===== src/rtl/serial_rx_os_pkg.sv =====
package serial_rx_os_pkg;

    typedef enum logic [1:0] {
        ST_IDLE,
        ST_START,
        ST_DATA,
        ST_STOP
    } rx_state_t;

endpackage


===== src/rtl/rx_line_sync.sv =====
module rx_line_sync #(
    parameter int STAGES = 2
) (
    input  logic clk,
    input  logic rst_n,
    input  logic d_async,
    output logic d_sync
);

    logic [STAGES-1:0] chain;

    generate
        for (genvar i = 0; i < STAGES; i++) begin : g_stage
            if (i == 0) begin : g_first
                always_ff @(posedge clk or negedge rst_n) begin
                    if (!rst_n) chain[0] <= 1'b1;
                    else        chain[0] <= d_async;
                end
            end else begin : g_next
                always_ff @(posedge clk or negedge rst_n) begin
                    if (!rst_n) chain[i] <= 1'b1;
                    else        chain[i] <= chain[i-1];
                end
            end
        end
    endgenerate

    assign d_sync = chain[STAGES-1];

endmodule


===== src/rtl/rx_cell_counter.sv =====
module rx_cell_counter #(
    parameter int OS    = 16,
    parameter int REARM = 12,
    localparam int PH_W = $clog2(OS),
    localparam int MID  = OS / 2
) (
    input  logic            clk,
    input  logic            rst_n,
    input  logic            tick,
    input  logic            clr,
    output logic [PH_W-1:0] ph,
    output logic            pos_early,
    output logic            pos_mid,
    output logic            pos_late,
    output logic            pos_rearm,
    output logic            pos_wrap
);

    logic [PH_W-1:0] ph_nx;

    assign ph_nx = ph + 1'b1;

    always_ff @(posedge clk or negedge rst_n) begin
        if (!rst_n)    ph <= '0;
        else if (clr)  ph <= '0;
        else if (tick) ph <= ph_nx;
    end

    assign pos_early = tick && (ph_nx == PH_W'(MID - 1));
    assign pos_mid   = tick && (ph_nx == PH_W'(MID));
    assign pos_late  = tick && (ph_nx == PH_W'(MID + 1));
    assign pos_rearm = tick && (ph_nx == PH_W'(REARM));
    assign pos_wrap  = tick && (ph_nx == '0);


    ph_hold_chk: assert property (@(posedge clk) disable iff (!rst_n)
        (!tick && !clr) |=> $stable(ph));

endmodule


===== src/rtl/rx_vote.sv =====
module rx_vote (
    input  logic clk,
    input  logic rst_n,
    input  logic line,
    input  logic take_a,
    input  logic take_b,
    output logic vote,
    output logic split
);

    logic samp_a;
    logic samp_b;

    always_ff @(posedge clk or negedge rst_n) begin
        if (!rst_n) begin
            samp_a <= 1'b1;
            samp_b <= 1'b1;
        end else begin
            if (take_a) samp_a <= line;
            if (take_b) samp_b <= line;
        end
    end

    always_comb begin
        vote  = (samp_a & samp_b) | (samp_a & line) | (samp_b & line);
        split = !((samp_a == samp_b) && (samp_b == line));
    end

endmodule


===== src/rtl/rx_frame_fsm.sv =====
module rx_frame_fsm
    import serial_rx_os_pkg::*;
#(
    parameter int DW = 8,
    localparam int IW = $clog2(DW)
) (
    input  logic          clk,
    input  logic          rst_n,
    input  logic          tick,
    input  logic          line,
    input  logic          pos_mid,
    input  logic          pos_late,
    input  logic          pos_rearm,
    input  logic          pos_wrap,
    input  logic          vote,
    input  logic          split,
    output logic          clr,
    output logic [DW-1:0] rx_data,
    output logic          rx_valid,
    output logic          rx_noise,
    output logic          rx_ferr
);

    rx_state_t      state;
    rx_state_t      nstate;
    logic           last_s;
    logic [IW-1:0]  bit_idx;
    logic [DW-1:0]  shreg;
    logic           noise_acc;
    logic           edge_seen;

    assign edge_seen = tick && !line && last_s;

    // state register
    always_ff @(posedge clk or negedge rst_n) begin
        if (!rst_n) state <= ST_IDLE;
        else        state <= nstate;
    end

    // next state and counter restart
    always_comb begin
        nstate = state;
        clr    = 1'b0;
        unique case (state)
            ST_IDLE: begin
                if (edge_seen) begin
                    nstate = ST_START;
                    clr    = 1'b1;
                end
            end
            ST_START: begin
                if (pos_mid && line)  nstate = ST_IDLE;
                else if (pos_wrap)    nstate = ST_DATA;
            end
            ST_DATA: begin
                if (pos_wrap && (bit_idx == IW'(DW - 1))) nstate = ST_STOP;
            end
            ST_STOP: begin
                if (pos_rearm) begin
                    if (edge_seen) begin
                        nstate = ST_START;
                        clr    = 1'b1;
                    end else begin
                        nstate = ST_IDLE;
                    end
                end
            end
            default: nstate = ST_IDLE;
        endcase
    end

    // datapath and outputs
    always_ff @(posedge clk or negedge rst_n) begin
        if (!rst_n) begin
            last_s    <= 1'b1;
            bit_idx   <= '0;
            shreg     <= '0;
            noise_acc <= 1'b0;
            rx_data   <= '0;
            rx_valid  <= 1'b0;
            rx_noise  <= 1'b0;
            rx_ferr   <= 1'b0;
        end else begin
            rx_valid <= 1'b0;
            if (tick) last_s <= line;
            if (clr) begin
                noise_acc <= 1'b0;
                bit_idx   <= '0;
            end
            unique case (state)
                ST_IDLE, ST_START: ;
                ST_DATA: begin
                    if (pos_late) begin
                        shreg     <= {vote, shreg[DW-1:1]};
                        noise_acc <= noise_acc | split;
                    end
                    if (pos_wrap) bit_idx <= bit_idx + 1'b1;
                end
                ST_STOP: begin
                    if (pos_late) begin
                        rx_valid <= 1'b1;
                        rx_data  <= shreg;
                        rx_noise <= noise_acc | split;
                        rx_ferr  <= !vote;
                    end
                end
                default: ;
            endcase
        end
    end


    valid_pulse_chk: assert property (@(posedge clk) disable iff (!rst_n)
        rx_valid |=> !rx_valid);


    glitch_abort_chk: assert property (@(posedge clk) disable iff (!rst_n)
        (state == ST_START && pos_mid && line) |=> (state == ST_IDLE));


    start_edge_chk: assert property (@(posedge clk) disable iff (!rst_n)
        (state == ST_IDLE && tick && !line && last_s) |=> (state == ST_START));


    rearm_chk: assert property (@(posedge clk) disable iff (!rst_n)
        (state == ST_STOP && pos_rearm) |=> (state != ST_STOP));


    report_hold_chk: assert property (@(posedge clk) disable iff (!rst_n)
        !rx_valid |-> $stable(rx_data));

endmodule


===== src/rtl/serial_rx_os.sv =====
module serial_rx_os #(
    parameter int DW     = 8,
    parameter int OS     = 16,
    parameter int STAGES = 2,
    localparam int REARM = (OS * 3) / 4,
    localparam int PH_W  = $clog2(OS)
) (
    input  logic          clk,
    input  logic          rst_n,
    input  logic          smp_tick,
    input  logic          rx_in,
    output logic [DW-1:0] rx_data,
    output logic          rx_valid,
    output logic          rx_noise,
    output logic          rx_ferr
);

    logic            line_s;
    logic            clr;
    logic [PH_W-1:0] ph;
    logic            pos_early;
    logic            pos_mid;
    logic            pos_late;
    logic            pos_rearm;
    logic            pos_wrap;
    logic            vote;
    logic            split;

    rx_line_sync #(.STAGES(STAGES)) u_sync (
        .clk     (clk),
        .rst_n   (rst_n),
        .d_async (rx_in),
        .d_sync  (line_s)
    );

    rx_cell_counter #(.OS(OS), .REARM(REARM)) u_cnt (
        .clk       (clk),
        .rst_n     (rst_n),
        .tick      (smp_tick),
        .clr       (clr),
        .ph        (ph),
        .pos_early (pos_early),
        .pos_mid   (pos_mid),
        .pos_late  (pos_late),
        .pos_rearm (pos_rearm),
        .pos_wrap  (pos_wrap)
    );

    rx_vote u_vote (
        .clk    (clk),
        .rst_n  (rst_n),
        .line   (line_s),
        .take_a (pos_early),
        .take_b (pos_mid),
        .vote   (vote),
        .split  (split)
    );

    rx_frame_fsm #(.DW(DW)) u_fsm (
        .clk       (clk),
        .rst_n     (rst_n),
        .tick      (smp_tick),
        .line      (line_s),
        .pos_mid   (pos_mid),
        .pos_late  (pos_late),
        .pos_rearm (pos_rearm),
        .pos_wrap  (pos_wrap),
        .vote      (vote),
        .split     (split),
        .clr       (clr),
        .rx_data   (rx_data),
        .rx_valid  (rx_valid),
        .rx_noise  (rx_noise),
        .rx_ferr   (rx_ferr)
    );

endmodule


===== config.mk =====
export PLATFORM = sky130hd
export DESIGN_NAME = serial_rx_os
export DESIGN_NICKNAME = d
export VERILOG_FILES = /design/src/rtl/serial_rx_os_pkg.sv /design/src/rtl/rx_line_sync.sv /design/src/rtl/rx_cell_counter.sv /design/src/rtl/rx_vote.sv /design/src/rtl/rx_frame_fsm.sv /design/src/rtl/serial_rx_os.sv
export SDC_FILE = /design/constraint.sdc
export NUM_CORES = 1
export LEC_CHECK = 0
export CAP_MARGIN = 15
export CORE_MARGIN = 2
export CORE_UTILIZATION = 40
export DETAILED_ROUTE_END_ITERATION = 10
export MAX_ROUTING_LAYER = met4
export PLACE_DENSITY = 0.59
export SLEW_MARGIN = 0
export SYNTH_ARGS = -nofsm -noshare
export SYNTH_HDL_FRONTEND = slang
export SYNTH_SLANG_ARGS = --single-unit

===== constraint.sdc =====
create_clock -name clk -period 2.3 [get_ports clk]
set_clock_uncertainty 0.1 [all_clocks]
set_input_delay 0.345 -clock clk [delete_from_list [all_inputs] [get_ports clk]]
set_output_delay 0.345 -clock clk [all_outputs]
set_load 0.005 [all_outputs]

==> impl_metrics.ini <==
[outcome]
status = finished, final reports clean

[yosys]
yosys.area_share.xor_xnor = 0.0405
synth_area_sq_mm = 0.00167
yosys.area_share.simple = 0.104
synth_top_area_cell = dfrtp_1
ys_top_cells_by_area = dfrtp_1, ha_1, dfstp_2
ys_types = 35
ys_async_sr_fraction = 1.00
synthMuxAreaShare = 0.146
synth-seq-area-share = 0.514
synthTopCellsByCount = dfrtp_1, ha_1, inv_1
synth_area_per_cell_sq_um = 12.0
synth_cells = 139
post-synth-top-count-cell = dfrtp_1
syn_nets = 156
synth_top_family_by_area = multiplexers
synth.top_cell.area_share = 0.435
synth-edff-count = 0
synth_fa_ha_area_frac = 0.0976
synth-seq-cells = 34
yosysWarnings = 0
synth_ff_type = dfrtp_1
synth_compound_area_frac = 0.0646

[power_and_ir_drop]
seqPwrFrac = 0.437
p_sw_frac = 0.353
p_switching_w = 0.000691
p_leak_nw = 0.995
p_total_w = 0.00196
p_int_w = 0.00127
ir_drop_v = 0.000488
power_frac_comb = 0.333
powerDensity_mw_per_mm2 = 984
p_clk_frac = 0.230

[floorplan]
die_area_sq_mm = 0.00470
start_util = 0.417
core_sq_mm = 0.00400
die_h_um = 68.6
num_rows = 23
die_w_um = 68.6
ios = 15

[setup_path]
cp-start-kind = flip-flop
startpoint = u_cnt.ph[0]$_DFFE_PN0P_
cp.arrival_ns = 2.26
worstPathRequired_ns = 2.39
r2r_slack_ns = 0.14
cp_max_fo = 6
path_class = flip-flop to flip-flop
r2r_cells = 6
cp-end-kind = flip-flop
r2r-start = u_cnt.ph[0]$_DFFE_PN0P_

[final_layout]
multi_input_area_sq_um = 754
fillers = 352
n_antenna_cell = 0
stdcell_count = 214
drive_above_1_share = 0.207
layout.nets = 180
regArea_sq_um = 857
syn2layout_area_growth_pct = 19.5
design_area_sq_mm = 0.00199
utilization = 0.498

[hold_path]
hold_depth = 0
min_from = u_sync.chain[0]$_DFF_PN1_
hold_end = u_sync.d_sync$_DFF_PN1_
hp-class = flip-flop to flip-flop

[cts]
root_buffer = clkbuf_8
clkSlewWorstSetupHoldPaths_ns = 0.07
clk_path_buf_depth = 2
cts_max_level = 2
cts_resized = 0
holdBufCountCts = 0
clk_latency_ns = 0.28
cts-buffers-inserted = 5
cts_tree = built
cts_setup_buffers = 0
cts_num_sinks = 34

[global_routing]
overflow = 0
antenna_found_initial = 0
gr-usage-all-layers = 0.149
grt_max_degree = 35
grt_pass1_wl_um = 4900
grt_pass1_vias = 1083

[detailed_routing]
postRouteAntennaNets = 0
viasPerCell = 4.94
route.vias.total = 1057
dr.pass1.iters = 4
wl_per_cell_um = 13.2
drc = 0
finalWirelength_um = 2830
drtIter0Drc = 31

[sta]
fmax_mhz = 462
setup-tns-final_ns = 0
period_minus_slack_ns = 2.16
relSlewSlack = 0.721
finalSetupViolations = 0
finalCritPeriodShare = 0.941
finalMaxSlewViolations = 0
hold_viol_final = 0
worst_slew_pin_slew_ns = 0.408
rsz0062_at_grt = no

[run]
maxCapViolCount = 0

[placement]
port_buffers = 14
dpl.hpwl_um = 2020
dpl_cell_area_sq_mm = 0.00190
dp.cells = 206
gp_congestion = 0.838
[routing by layer]
layer | track usage | share of wire | vias to the layer above
li1 | - | - | 524
met4 | 0.0450 | 0.0078 | 0
met3 | 0.0438 | 0.029 | 2
met1 | 0.176 | 0.47 | 520
met2 | 0.245 | 0.50 | 11
met5 | - | 0 | -
[power groups by stage]
stage | registers (W) | clock network, W | logic, W
floorplan | 0.000843 | 0 | 0.000504
global placement | 0.000858 | 0 | 0.000638
detailed placement | 0.000868 | 0 | 0.000654
CTS | 0.000857 | 0.000471 | 0.000661
global route | 0.000879 | 0.000495 | 0.000755
finish | 0.000856 | 0.000451 | 0.000652
[cells in the final DEF (no fill, tap or decap), types with 3 or more instances in the layout]
cell type        instances
ha_1                    13
mux2_1                   7
dfstp_2                  5
xor2_1                   3
inv_1                   12
buf_4                    5
nand2_1                 11
clkbuf_8                 6
mux2i_1                  4
nor2_1                   7
dfrtp_1                 29
mux2_2                  11
nor3_1                   4
o22ai_1                  3
clkdlybuf4s50_1         14
[worst max-delay path, stage by stage, from the launching register on]
cell      delay (ns)
dfrtp_1         0.45
ha_1            0.28
xor2_2          0.27
nor2_1          0.11
and3_1          0.20
or4b_1          0.51
o211ai_1        0.17
[through the flow]
stage / hold WS (ns) / setup slack [ns]
3_5_place_dp: 0.250 / 0.126
6_report: 0.257 / 0.135
3_3_place_gp: 0.248 / 0.148
5_1_grt: 0.266 / 0.00211
2_1_floorplan: -0.0506 / 0.271
4_1_cts: 0.258 / 0.123
[cells by family (layout without fill, tap and decap cells)]
kind of cell	after synthesis	count (layout)
compound gates	16	16
xor+xnor	6	6
fa+ha+maj	13	13
buf+inv	14	39
flops	34	34
mux	22	22
simple gates	34	34
[sequential cells by signal, indices dropped and copies added, names as in the netlist, named ones only]
register	cells
u_fsm.state	1
u_fsm.rx_ferr	1
u_fsm.last_s	1
u_cnt.ph	4
u_fsm.noise_acc	1
u_vote.samp_b	1
u_fsm.rx_valid	1
u_vote.samp_a	1
u_sync.d_sync	1
u_fsm.shreg	8
u_sync.chain	1
u_fsm.rx_data	8
u_fsm.rx_noise	1
u_fsm.bit_idx	3
[area by class of cell]
type                    count  share of cell area
well taps                  50              0.0314
inverters                  12              0.0226
multi-input cells          91               0.379
clock buffers               6              0.0415
flip-flops and latches     34               0.430
repair buffers             19              0.0892
clock inverters             2             0.00628
[worst max path at each step]
stage                           end  slack, ns  cells after the start
final                     flip-flop       0.14                      6
after global routing      flip-flop      0.002                      6
after CTS                 flip-flop       0.12                      6
after detailed placement  flip-flop       0.13                      6
after global placement    flip-flop       0.15                      6
after floorplan           flip-flop       0.27                      6
Power figures use the tool's default switching activity.
